`config.mk`:
```
export PLATFORM = sky130hd
export DESIGN_NAME = clken16k_gen
export DESIGN_NICKNAME = d
export VERILOG_FILES = /design/src/rtl/clken16k_pkg.sv /design/src/rtl/clken16k_accum.sv /design/src/rtl/clken16k_count.sv /design/src/rtl/clken16k_gen.sv
export SDC_FILE = /design/constraint.sdc
export NUM_CORES = 1
export LEC_CHECK = 0
export CAP_MARGIN = 0
export CORE_AREA = 2 2 97 99
export DETAILED_ROUTE_END_ITERATION = 16
export DIE_AREA = 0 0 99 101
export GPL_TIMING_DRIVEN = 0
export SYNTH_ARGS = -nofsm -noshare
export SYNTH_HDL_FRONTEND = slang
export SYNTH_SLANG_ARGS = --single-unit
```
`constraint.sdc`:
```
create_clock -name clk -period 1.9 [get_ports clk]
set_input_delay 0.38 -clock clk [delete_from_list [all_inputs] [get_ports clk]]
set_output_delay 0.38 -clock clk [all_outputs]
set_load 0.02 [all_outputs]
```
`src/rtl/clken16k_pkg.sv`:
```
package clken16k_pkg;

    typedef enum logic [2:0] {
        S_CLEAR = 3'd0,
        S_ACC   = 3'd1,
        S_DUAL  = 3'd2,
        S_EXBAL = 3'd3,
        S_EXMSB = 3'd4,
        S_TOG   = 3'd5
    } gen_state_e;

    localparam logic [2:0] MODE_ACC   = 3'd0;
    localparam logic [2:0] MODE_DUAL  = 3'd1;
    localparam logic [2:0] MODE_EXBAL = 3'd2;
    localparam logic [2:0] MODE_EXMSB = 3'd3;
    localparam logic [2:0] MODE_TOG   = 3'd4;

    function automatic gen_state_e mode_target(input logic [2:0] m);
        unique case (m)
            MODE_ACC:   return S_ACC;
            MODE_DUAL:  return S_DUAL;
            MODE_EXBAL: return S_EXBAL;
            MODE_EXMSB: return S_EXMSB;
            MODE_TOG:   return S_TOG;
            default:    return S_CLEAR;
        endcase
    endfunction

endpackage

```
`src/rtl/clken16k_accum.sv`:
```
module clken16k_accum #(
    parameter int ACC_W    = 21,
    parameter int ACC_STEP = 2581
) (
    input  logic clk,
    input  logic rst_n,
    input  logic clr,
    input  logic en,
    output logic msb
);
    localparam logic [ACC_W-1:0] STEP_V = ACC_W'(ACC_STEP);

    logic [ACC_W-1:0] acc_q;

    always_ff @(posedge clk) begin
        if (!rst_n || clr) begin
            acc_q <= '0;
        end else if (en) begin
            acc_q <= acc_q + STEP_V;
        end
    end

    assign msb = acc_q[ACC_W-1];
endmodule

```
`src/rtl/clken16k_count.sv`:
```
module clken16k_count #(
    parameter int CNT_W = 11
) (
    input  logic             clk,
    input  logic             rst_n,
    input  logic             clr,
    input  logic             en,
    input  logic [CNT_W-1:0] last,
    output logic [CNT_W-1:0] cnt,
    output logic             wrap
);
    logic [CNT_W-1:0] cnt_q;

    assign wrap = en && !clr && (cnt_q == last);

    always_ff @(posedge clk) begin
        if (!rst_n || clr) begin
            cnt_q <= '0;
        end else if (wrap) begin
            cnt_q <= '0;
        end else if (en) begin
            cnt_q <= cnt_q + 1'b1;
        end
    end

    assign cnt = cnt_q;
endmodule

```
`src/rtl/clken16k_gen.sv`:
```
module clken16k_gen
    import clken16k_pkg::*;
#(
    parameter int ACC_W     = 21,
    parameter int ACC_STEP  = 2581,
    parameter int DIV_LO    = 812,
    parameter int DIV_HI    = 813,
    parameter int EXACT_DIV = 1625,
    parameter int BAL_HIGH  = 812
) (
    input  logic       clk,
    input  logic       rst_n,
    input  logic [2:0] mode_i,
    input  logic       ref_ce_i,
    input  logic       dbl_ce_i,
    input  logic       quad_ce_i,
    output logic       pulse_o,
    output logic       wave_o
);
    localparam int CNT_W = $clog2(EXACT_DIV);
    localparam logic [CNT_W-1:0] LAST_LO    = CNT_W'(DIV_LO - 1);
    localparam logic [CNT_W-1:0] LAST_HI    = CNT_W'(DIV_HI - 1);
    localparam logic [CNT_W-1:0] LAST_EXACT = CNT_W'(EXACT_DIV - 1);
    localparam logic [CNT_W-1:0] DUAL_HIGH  = CNT_W'(DIV_LO / 2);
    localparam logic [CNT_W-1:0] BAL_LIM    = CNT_W'(BAL_HIGH);

    gen_state_e       state_q, state_n, target;
    logic             clr;
    logic             acc_msb;
    logic             cnt_en, wrap, phase_q;
    logic [CNT_W-1:0] cnt, last;

    // state register and transitions
    assign target = mode_target(mode_i);
    assign clr    = (state_q == S_CLEAR) || (target != state_q);

    always_comb begin
        if (state_q == S_CLEAR) begin
            state_n = target;
        end else if (target != state_q) begin
            state_n = S_CLEAR;
        end else begin
            state_n = state_q;
        end
    end

    always_ff @(posedge clk) begin
        if (!rst_n) begin
            state_q <= S_CLEAR;
        end else begin
            state_q <= state_n;
        end
    end

    // counting datapath
    always_comb begin
        cnt_en = 1'b0;
        last   = LAST_EXACT;
        unique case (state_q)
            S_DUAL: begin
                cnt_en = ref_ce_i;
                last   = phase_q ? LAST_HI : LAST_LO;
            end
            S_EXBAL, S_EXMSB: cnt_en = dbl_ce_i;
            S_TOG:            cnt_en = quad_ce_i;
            default:          cnt_en = 1'b0;
        endcase
    end

    clken16k_accum #(.ACC_W(ACC_W), .ACC_STEP(ACC_STEP)) u_accum (
        .clk   (clk),
        .rst_n (rst_n),
        .clr   (clr),
        .en    (ref_ce_i && state_q == S_ACC),
        .msb   (acc_msb)
    );

    clken16k_count #(.CNT_W(CNT_W)) u_count (
        .clk   (clk),
        .rst_n (rst_n),
        .clr   (clr),
        .en    (cnt_en),
        .last  (last),
        .cnt   (cnt),
        .wrap  (wrap)
    );

    always_ff @(posedge clk) begin
        if (!rst_n || clr) begin
            phase_q <= 1'b0;
        end else if (state_q == S_DUAL && wrap) begin
            phase_q <= ~phase_q;
        end
    end

    // output process
    always_ff @(posedge clk) begin
        if (!rst_n || clr) begin
            pulse_o <= 1'b0;
            wave_o  <= 1'b0;
        end else begin
            unique case (state_q)
                S_ACC: begin
                    wave_o  <= acc_msb;
                    pulse_o <= acc_msb && !wave_o;
                end
                S_DUAL: begin
                    wave_o  <= (cnt < DUAL_HIGH);
                    pulse_o <= wrap;
                end
                S_EXBAL: begin
                    wave_o  <= (cnt < BAL_LIM);
                    pulse_o <= wrap;
                end
                S_EXMSB: begin
                    wave_o  <= cnt[CNT_W-1];
                    pulse_o <= wrap;
                end
                S_TOG: begin
                    wave_o  <= wave_o ^ wrap;
                    pulse_o <= wrap && !wave_o;
                end
                default: begin
                    wave_o  <= 1'b0;
                    pulse_o <= 1'b0;
                end
            endcase
        end
    end
endmodule

```
After elaboration in Yosys (flattened, before gate mapping) --
Index checks and enable logic that the tools add are counted.
Word-level totals: output and inout bits 2, word-level logic and storage cells 48, register bits 38, input bits 8
Cells by class: reduce and logical (&&, ||, !) cells 17, magnitude comparators 2, add/subtract/negate cells 2, bitwise gates (word level) 2, mux-type cells 8, eq/ne operators 11
Operators with widths (number):
- 21-bit by 12-bit adder with 21-bit output, second input constant | 1
- 3-bit case mux with 5 select lines | 1
- 3-bit by 2-bit == test with 1-bit output, second input constant | 4
- 11-bit by 1-bit adder with 11-bit output, second input constant | 1
- 11-bit == test | 1
- 11-bit by 10-bit < comparator with 1-bit output, second input constant | 1
- 11-bit by 9-bit < comparator with 1-bit output, second input constant | 1
- 11-bit 2-to-1 mux | 1
- 3-bit == test, second input constant | 3
- 3-bit 2-to-1 mux | 3
- 3-bit by 1-bit == test with 1-bit output, second input constant | 2
- 1-bit logical AND | 6
- 3-bit logical NOT | 2
- 1-bit case mux with 3 select lines | 2
- 1-bit case mux with 5 select lines | 1
- 2-bit OR reduction | 2
- 1-bit logical NOT | 3
- 3-bit inequality test | 1
- 3-bit OR reduction | 1
- 1-bit logical OR | 2
- 2-bit nonzero test | 1
- 1-bit inverter | 1
- 1-bit bitwise XOR | 1

Longest topological paths before layout --
Gate-level depths: netlist of run 1.
word-level depth 9, gate-level depth with buffers 8, depth with buffers taken out 6

Hierarchy --
A second synthesis of run 1 with hierarchy kept.
Unflattened totals: cell total of the unflattened synthesis 270, area total of the unflattened synthesis 2308.5 um2
Modules (own cells, without submodules):
- clken16k_accum | instances 1, sequential area each 420.4 um2, cells each 128, area an instance 1077.3 um2
- clken16k_gen | instances 1, sequential area each 120.1 um2, cells each 78, area an instance 616.8 um2
- clken16k_count | instances 1, sequential area each 220.2 um2, cells each 64, area an instance 614.3 um2

Worst setup path after synthesis of run 1 --
OpenSTA, ideal clock, no wires.
path type input to register, start input mode_i[1], end register u_accum.acc_q[10], path buffers 2, stages on the path 7, required time 1.772 ns, setup time 0.128 ns, data arrival time 1.762 ns, setup slack 0.010 ns, cells stage by stage clkbuf_1 -> and4bb_2 -> a311oi_1 -> o31ai_2 -> nand2_1 -> clkbuf_1 -> nor2_1
Between the ends: longest elaborated chain between the ends 5, elaborated cells on any way between the ends 9, those cells by class eq/ne (5); mux (1); reduce/logical (3)
Ends and longest elaborated chain:
- from (decl) | line clken16k_gen.sv:13 | input logic [2:0] mode_i,
- 3-bit == test, or another cell as far along | line clken16k_pkg.sv:19 | unique case (m)
- 3-bit case mux with 5 select lines (*) | line clken16k_pkg.sv:19
- 3-bit inequality test (*) | line clken16k_gen.sv:35 | assign clr = (state_q == S_CLEAR) || (target != state_q);
- 1-bit logical OR (*) | line clken16k_gen.sv:35
- 1-bit logical OR (*) | line clken16k_accum.sv:16 | if (!rst_n || clr) begin
- to (signal assigned) | line clken16k_accum.sv:19 | acc_q <= acc_q + STEP_V;
- to (decl) | line clken16k_accum.sv:13 | logic [ACC_W-1:0] acc_q;
Every way passes the cells marked *; elsewhere a longest branch is shown, timed or not. A chain may end at the register's enable or synchronous reset.

Final worst setup path of run 1 --
start register state_q[2], end register u_accum.acc_q[19]
Between the ends: longest elaborated chain between the ends 3, elaborated cells on any way between the ends 6, those cells by class eq/ne (2); reduce/logical (4)
Ends and longest elaborated chain:
- from (decl) | line clken16k_gen.sv:27 | gen_state_e state_q, state_n, target;
- from (signal assigned) | line clken16k_gen.sv:51 | state_q <= state_n;
- 3-bit inequality test or 3-bit logical NOT (tied branches) | line clken16k_gen.sv:35
- 1-bit logical OR | line clken16k_gen.sv:35
- 1-bit logical OR | line clken16k_accum.sv:16
Parallel ways exist; a longest one is shown, timed or not.

==> results of run 1 <==
==> metal layers <==
| layer | vias up | routed length, um | global-route usage (%) |
|---|---|---|---|
| met5 | - | 0 | 0 |
| met4 | 0 | 93 | 4.32 |
| met3 | 9 | 104 | 2.08 |
| met2 | 24 | 2170 | 15.5 |
| met1 | 894 | 2200 | 11.7 |
| li1 | 951 | - | - |
==> cells in the mapped netlist, types with 3 or more instances <==
cell	instances
a211oi_1	3
a21oi_1	22
a31oi_1	3
and2_1	5
and3_1	4
buf_2	7
clkbuf_1	6
dfxtp_1	38
inv_1	8
nand2_1	22
nand3_1	8
nand3b_1	3
nand4_1	11
nor2_1	35
nor2b_1	4
nor3b_1	3
o21ai_0	13
or3_1	6
xnor2_1	15
xor2_1	10
==> kinds of logic (layout without fill, tap and decap cells) <==
kind of cell               Yosys count  in the layout  synth area share, %
xor gates and xnor gates            25             25                 10.4
AOI/OAI and AO/OA                   53             53                 15.9
DFF                                 38             38                 36.3
muxes                                2              2                 1.55
buffers and inverters               22             44                 4.54
and+or+nand+nor                    117            117                 30.0
adders and majority gates            2              2                 1.19
==> cells in the final DEF, fill, tap and decap left out, types with 3 or more instances in the layout <==
master            n
inv_1             8
nand4_1          11
nor3b_1           3
nand2_1          21
xor2_1           10
and2_1            5
nor2b_1           3
a21oi_1          20
or3_1             6
clkbuf_1          3
clkdlybuf4s50_1   6
nand3_1           7
a211oi_1          3
dfxtp_2           5
buf_6             5
and3_1            4
dfxtp_1          32
nor2_1           35
a31oi_1           3
buf_4            11
o21ai_0          13
clkbuf_8          5
nand3b_1          3
xnor2_1          15
==> layout make-up <==
class                   count  area [um2]
well taps                 111         139
clock buffers               5        68.8
repair buffers             15         129
flip-flops and latches     38         771
multi-input cells         199        1280
plain buffers              13         103
clock inverters             3        45.0
fillers                   963        6410
inverters                   8        30.0
==> what timing repair did <==
action / 4_1_cts / 5_1_grt
pin swaps: 7 / 8
gates cloned: 0 / 0
resized for setup: 12 / 27
endpoints found under the setup margin: 30 / 31
setup buffers: 2 / 6
==> registers in the layout, summed over array words and instances, names as in the netlist <==
name / count
pulse_o: 1
u_accum.acc_q: 21
phase_q: 1
u_count.cnt: 11
wave_o: 1
state_q: 3
==> where the power goes <==
group	internal, uW	total, uW	switching (uW)
sequential	800	805	4.61
clock	391	697	306
combinational	60.8	131	69.7
==> stage by stage <==
| stage | hold WS, ns | setup TNS, ns |
|---|---|---|
| floorplan | 0.453 | 0 |
| global placement | 0.466 | -8.60 |
| detailed placement | 0.481 | -10.18 |
| CTS | 0.494 | 0 |
| global route | 0.542 | -0.0467 |
| finish | 0.491 | 0 |
==> worst min-delay path, stage by stage (launching register included) <==
cell     delay (ns)
dfxtp_1        0.32
o21ai_0        0.07
a21oi_1        0.06
==> worst max path at each step <==
stage / from / cells after the start / slack [ns] / end
after floorplan: mode_i[1] / 7 / 0.01 / u_accum.acc_q[10]
after global placement: ref_ce_i / 7 / -0.43 / u_accum.acc_q[20]
after detailed placement: ref_ce_i / 7 / -0.45 / u_accum.acc_q[19]
after CTS: state_q[0] / 8 / 0.02 / u_accum.acc_q[9]
after global routing: state_q[0] / 7 / -0.02 / u_accum.acc_q[19]
final: state_q[2] / 6 / 0.08 / u_accum.acc_q[19]
==> run_results.csv, run 1 <==
group,metric,value,unit
worst_setup_path,ff2ff_path_depth,6,
global_routing,grt_pass1_vias,1709,
floorplan,die_h,101,um
routing,drc,0,
worst_setup_path,critPathBufInv,1,
place,place_area,0.00230,mm2
finish,area_growth,22.4,%
worst_setup_path,critPathLaunchType,"flop",
worst_setup_path,slowest_delay,0.36,ns
outcome,outcome,"completed",
synth,syn-cell-area,0.00210,mm2
worst_hold_path,hold_start,"u_accum.acc_q[13]",
clock_network,numClockSinks,38,
place,port_buffers,7,
floorplan,ioPinCount,10,
global_routing,grt_overflow_total,0,
finish,final_cells,392,
floorplan,die_w,99,um
power_and_ir_drop,p_leak,0.000765,uW
routing,via_per_inst,4.79,
job,maxCapViolations,0,
synth,ys_warn_count,0,
synth,netlist_instances,259,
floorplan,row_count,35,
worst_hold_path,holdPathStages,2,
routing,drtAntennaViolNets,0,
worst_hold_path,holdPathEnd,"u_accum.acc_q[13]",
sta,worstMarginPinSlew,0.578,ns
synth,synth-edff-count,0,
worst_setup_path,path_cells,"nand4bb_1, buf_6, or3_4, or2_0, or3_1, a21oi_2",
clock_network,cts_buffers,5,
sta,finalClockSkew,0.00993,ns
power_and_ir_drop,vdd_drop_max,0.348,mV
synth,yosysSeqAreaShare,36.3,%
worst_setup_path,cp_data_arrival_time,2.06,ns
sta,fmax,550,MHz
synth,synth_fp_nets,269,
clock_network,holdBufCountCts,0,
routing,num_vias,1878,
sta,hold_viol,0,
worst_setup_path,reg2reg_to,"u_accum.acc_q[19]",
worst_setup_path,critical_path_class,"reg -> reg",
clock_network,htreeDepth,2,
synth,async_reset_ff_share,0,%
place,placedCellCount,377,
sta,setup_slack,0.0805,ns
global_routing,grt_usage,9.38,%
finish,fin_nets,290,
synth,yosysTopAreaCell,"dfxtp_1",
routing,drtIter0Drc,64,
worst_setup_path,end_kind,"flop",
floorplan,die-area,0.0100,mm2
finish,drive_gt1_share,16.4,%
worst_setup_path,cp_slowest_cell,"dfxtp_4",
clock_network,cts_root_buffer,"clkbuf_8",
sta,fin_crit_sh,95.8,%
worst_hold_path,hold_path_class,"reg -> reg",
synth,ys_ff_latch,38,
clock_network,cts_tree,"built",
sta,slew_violations,0,
synth,synthDistinctLibCells,47,
finish,stdcell_area,0.00257,mm2
worst_setup_path,r2r-start,"state_q[2]",
synth,dominantRegCellSynth,"dfxtp_1",
sta,relSlewSlack,61.5,%
global_routing,grt_first_pass_wirelength,7.73,mm
synth,synth_top_area_share,36.3,%
finish,n_antenna_cell,0,
place,gp_congestion,0.791,
sta,min_period,1.82,ns
clock_network,clkTransAtPathRegs,0.08,ns
global_routing,grt_max_degree,14,
global_routing,grt_antenna_before_repair,0,
routing,drt-wirelength-per-cell,11.7,um
synth,postSynthAreaPerCell,8.09,um2
worst_setup_path,path_max_fanout,4,
place,dp_hpwl,3.18,mm
worst_setup_path,reg2reg_slack,0.08,ns
power_and_ir_drop,p_total,1630,uW
floorplan,coreArea,0.00898,mm2
finish,utilization,28.6,%
routing,drt_wl_total,4.57,mm
synth,synth.top_cells.by_area,"dfxtp_1, nor2_1, xnor2_1",
sta,rsz0062_at_grt,"yes",
clock_network,clock_latency,0.30,ns
worst_setup_path,cp_top_family,"simple AND/OR/NAND/NOR gates",
routing,dr.pass1.iters,4,
power_and_ir_drop,power_density,636,mW/mm2
floorplan,initial_core_util,23.3,%
worst_setup_path,crit_required,2.14,ns
clock_network,clk_path_buf_depth,2,
sta,setup_violations,0,
place,pre_cts_slack,-0.448,ns
Note: power is estimated with default switching activity, not from simulation.
==> run 2, diff against run 1 <==
--- a/config.mk
+++ b/config.mk
@@ -6,10 +6,14 @@
 export NUM_CORES = 1
 export LEC_CHECK = 0
 export CAP_MARGIN = 0
+export CELL_PAD_IN_SITES_DETAIL_PLACEMENT = 1
+export CELL_PAD_IN_SITES_GLOBAL_PLACEMENT = 1
 export CORE_AREA = 2 2 97 99
 export DETAILED_ROUTE_END_ITERATION = 16
 export DIE_AREA = 0 0 99 101
 export GPL_TIMING_DRIVEN = 0
+export PLACE_DENSITY_LB_ADDON = 0.1
+export SETUP_SLACK_MARGIN = 0.2
 export SYNTH_ARGS = -nofsm -noshare
 export SYNTH_HDL_FRONTEND = slang
 export SYNTH_SLANG_ARGS = --single-unit
==> run_results.csv, run 2 (synthesis results as in run 1) <==
group,metric,value,unit
finish,mostFrequentLayoutCells,"dfxtp_1, buf_4, nand2_1",
worst_setup_path,cp_slowest_cell,"dfxtp_4",
worst_setup_path,r2r-start,"state_q[2]",
sta,setup_violations,0,
finish,n_antenna_cell,0,
finish,fin_nets,317,
global_routing,grt_usage,12.7,%
floorplan,coreArea,0.00898,mm2
floorplan,ioPinCount,10,
clock_network,clock_latency,0.30,ns
finish,area_growth,49.7,%
worst_hold_path,hold_path_class,"reg -> reg",
finish,utilization,34.9,%
floorplan,die_w,99,um
clock_network,cts_tree,"built",
routing,drc,0,
place,place_area,0.00233,mm2
job,maxCapViolations,0,
sta,rsz0062_at_grt,"yes",
floorplan,die_h,101,um
sta,worstMarginPinSlew,0.518,ns
place,gp_congestion,0.733,
power_and_ir_drop,vdd_drop_max,0.224,mV
worst_setup_path,crit_required,2.13,ns
place,port_buffers,7,
global_routing,grt_overflow_total,0,
place,pre_cts_slack,-0.403,ns
place,placedCellCount,377,
finish,final_cells,419,
global_routing,grt_first_pass_wirelength,10.1,mm
outcome,outcome,"completed",
floorplan,row_count,35,
clock_network,cts_root_buffer,"clkbuf_8",
finish,largest_reg_flops,21,
finish,layout_commonest_cell,"dfxtp_1",
clock_network,htreeDepth,2,
sta,slew_violations,0,
sta,fin_crit_sh,98.1,%
floorplan,die-area,0.0100,mm2
finish,drive_gt1_share,39.3,%
worst_setup_path,critPathLaunchType,"flop",
clock_network,cts_buffers,5,
clock_network,clk_path_buf_depth,2,
routing,num_vias,1995,
global_routing,grt_pass1_vias,2023,
power_and_ir_drop,p_total,1630,uW
clock_network,holdBufCountCts,0,
routing,dr.pass1.iters,4,
power_and_ir_drop,power_density,519,mW/mm2
sta,finalClockSkew,0.0192,ns
place,dp_hpwl,4.01,mm
worst_setup_path,end_kind,"flop",
global_routing,grt_max_degree,12,
sta,relSlewSlack,65.5,%
routing,drt_wl_total,6.25,mm
worst_setup_path,path_cells,"buf_8, or3b_4, and3_4, o211ai_4, buf_6, nand3_4, buf_6, nor2_2",
worst_setup_path,cp_data_arrival_time,2.09,ns
worst_setup_path,worst_path_most_repeated_cell,"buf_6",
global_routing,grt_antenna_before_repair,0,
power_and_ir_drop,p_leak,0.000968,uW
routing,via_per_inst,4.76,
worst_setup_path,startpoint,"state_q[2]",
floorplan,initial_core_util,23.3,%
worst_setup_path,critical_path_class,"reg -> reg",
sta,min_period,1.86,ns
sta,hold_viol,0,
clock_network,clkTransAtPathRegs,0.09,ns
worst_hold_path,hold_start,"u_accum.acc_q[1]",
sta,fmax,537,MHz
routing,drt-wirelength-per-cell,14.9,um
routing,drtIter0Drc,38,
sta,setup_slack,0.0362,ns
routing,drtAntennaViolNets,0,
finish,stdcell_area,0.00314,mm2
worst_setup_path,slowest_delay,0.37,ns
worst_setup_path,path_max_fanout,7,
clock_network,numClockSinks,38,
finish,top_register,"u_accum.acc_q",
[run 2: changes by cell type in the layout (fill, tap and decap cells not counted), sizes merged]
| cell | delta |
|---|---|
| clkinv | +1 |
| buf | +27 |
| clkdlybuf4s50 | -3 |
| dlygate4sd2 | +3 |
| clkinvlp | -2 |
| bufinv | -1 |
| clkbuf | +2 |
[run 2: area by class of cell]
class | count | area [um2]
Buffer | 14 | 159
Sequential cell | 38 | 776
Clock buffer | 7 | 86.3
Timing Repair Buffer | 41 | 375
Tap cell | 111 | 139
Multi-Input combinational cell | 199 | 1570
Clock inverter | 1 | 5.00
Fill cell | 1035 | 5840
Inverter | 8 | 30.0
[run 2: final timing paths]
| check | depth (start not counted) | endpoint | slack (ns) |
|---|---|---|---|
| hold reg to reg | 2 | u_accum.acc_q[1] | 0.50 |
| setup reg to reg | 8 | u_count.cnt[3] | 0.04 |
| hold / removal | 2 | u_accum.acc_q[1] | 0.50 |
| setup / recovery | 8 | u_count.cnt[3] | 0.04 |
[run 2: per-stage QoR]
stage | hold slack (ns) | setup TNS, ns
6_report | 0.497 | 0
5_1_grt | 0.532 | -0.0653
4_1_cts | 0.485 | -0.00394
3_5_place_dp | 0.474 | -8.29
3_3_place_gp | 0.471 | -8.19
2_1_floorplan | 0.452 | 0
[run 2: what timing repair did]
| item | CTS | global route |
|---|---|---|
| buffers inserted | 16 | 15 |
| gates cloned | 2 | 1 |
| pin swaps | 17 | 26 |
| endpoints found under the hold margin | 0 | 0 |
| gates resized for setup | 45 | 78 |
| setup endpoints to repair | 37 | 36 |
[run 2: routing by layer]
layer  up-vias  routed length (um)  GRT usage (%)  share of wire [%]
li1       1001                   -              -                  -
met1       971                2960           16.1                 47
met2        17                3100           21.9                 50
met3         6                 117           2.08                1.9
met4         0                  80           4.21                1.3
met5         -                   0              0                  0
[run 2: power by group]
| group | internal (uW) | switching [uW] | leakage (uW) |
|---|---|---|---|
| clock network | 294 | 315 | 0.0000482 |
| logic | 115 | 100 | 0.000609 |
| registers | 800 | 5.67 | 0.000311 |
| total | 1210 | 420 | 0.000968 |
[run 2: critical path, delay by kind of cell (launching register included)]
kind / cells / cell delay, ns
buffers and inverters: 3 / 0.44
and+or+nand+nor: 4 / 0.72
DFF: 1 / 0.37
AOI/OAI and AO/OA: 1 / 0.25
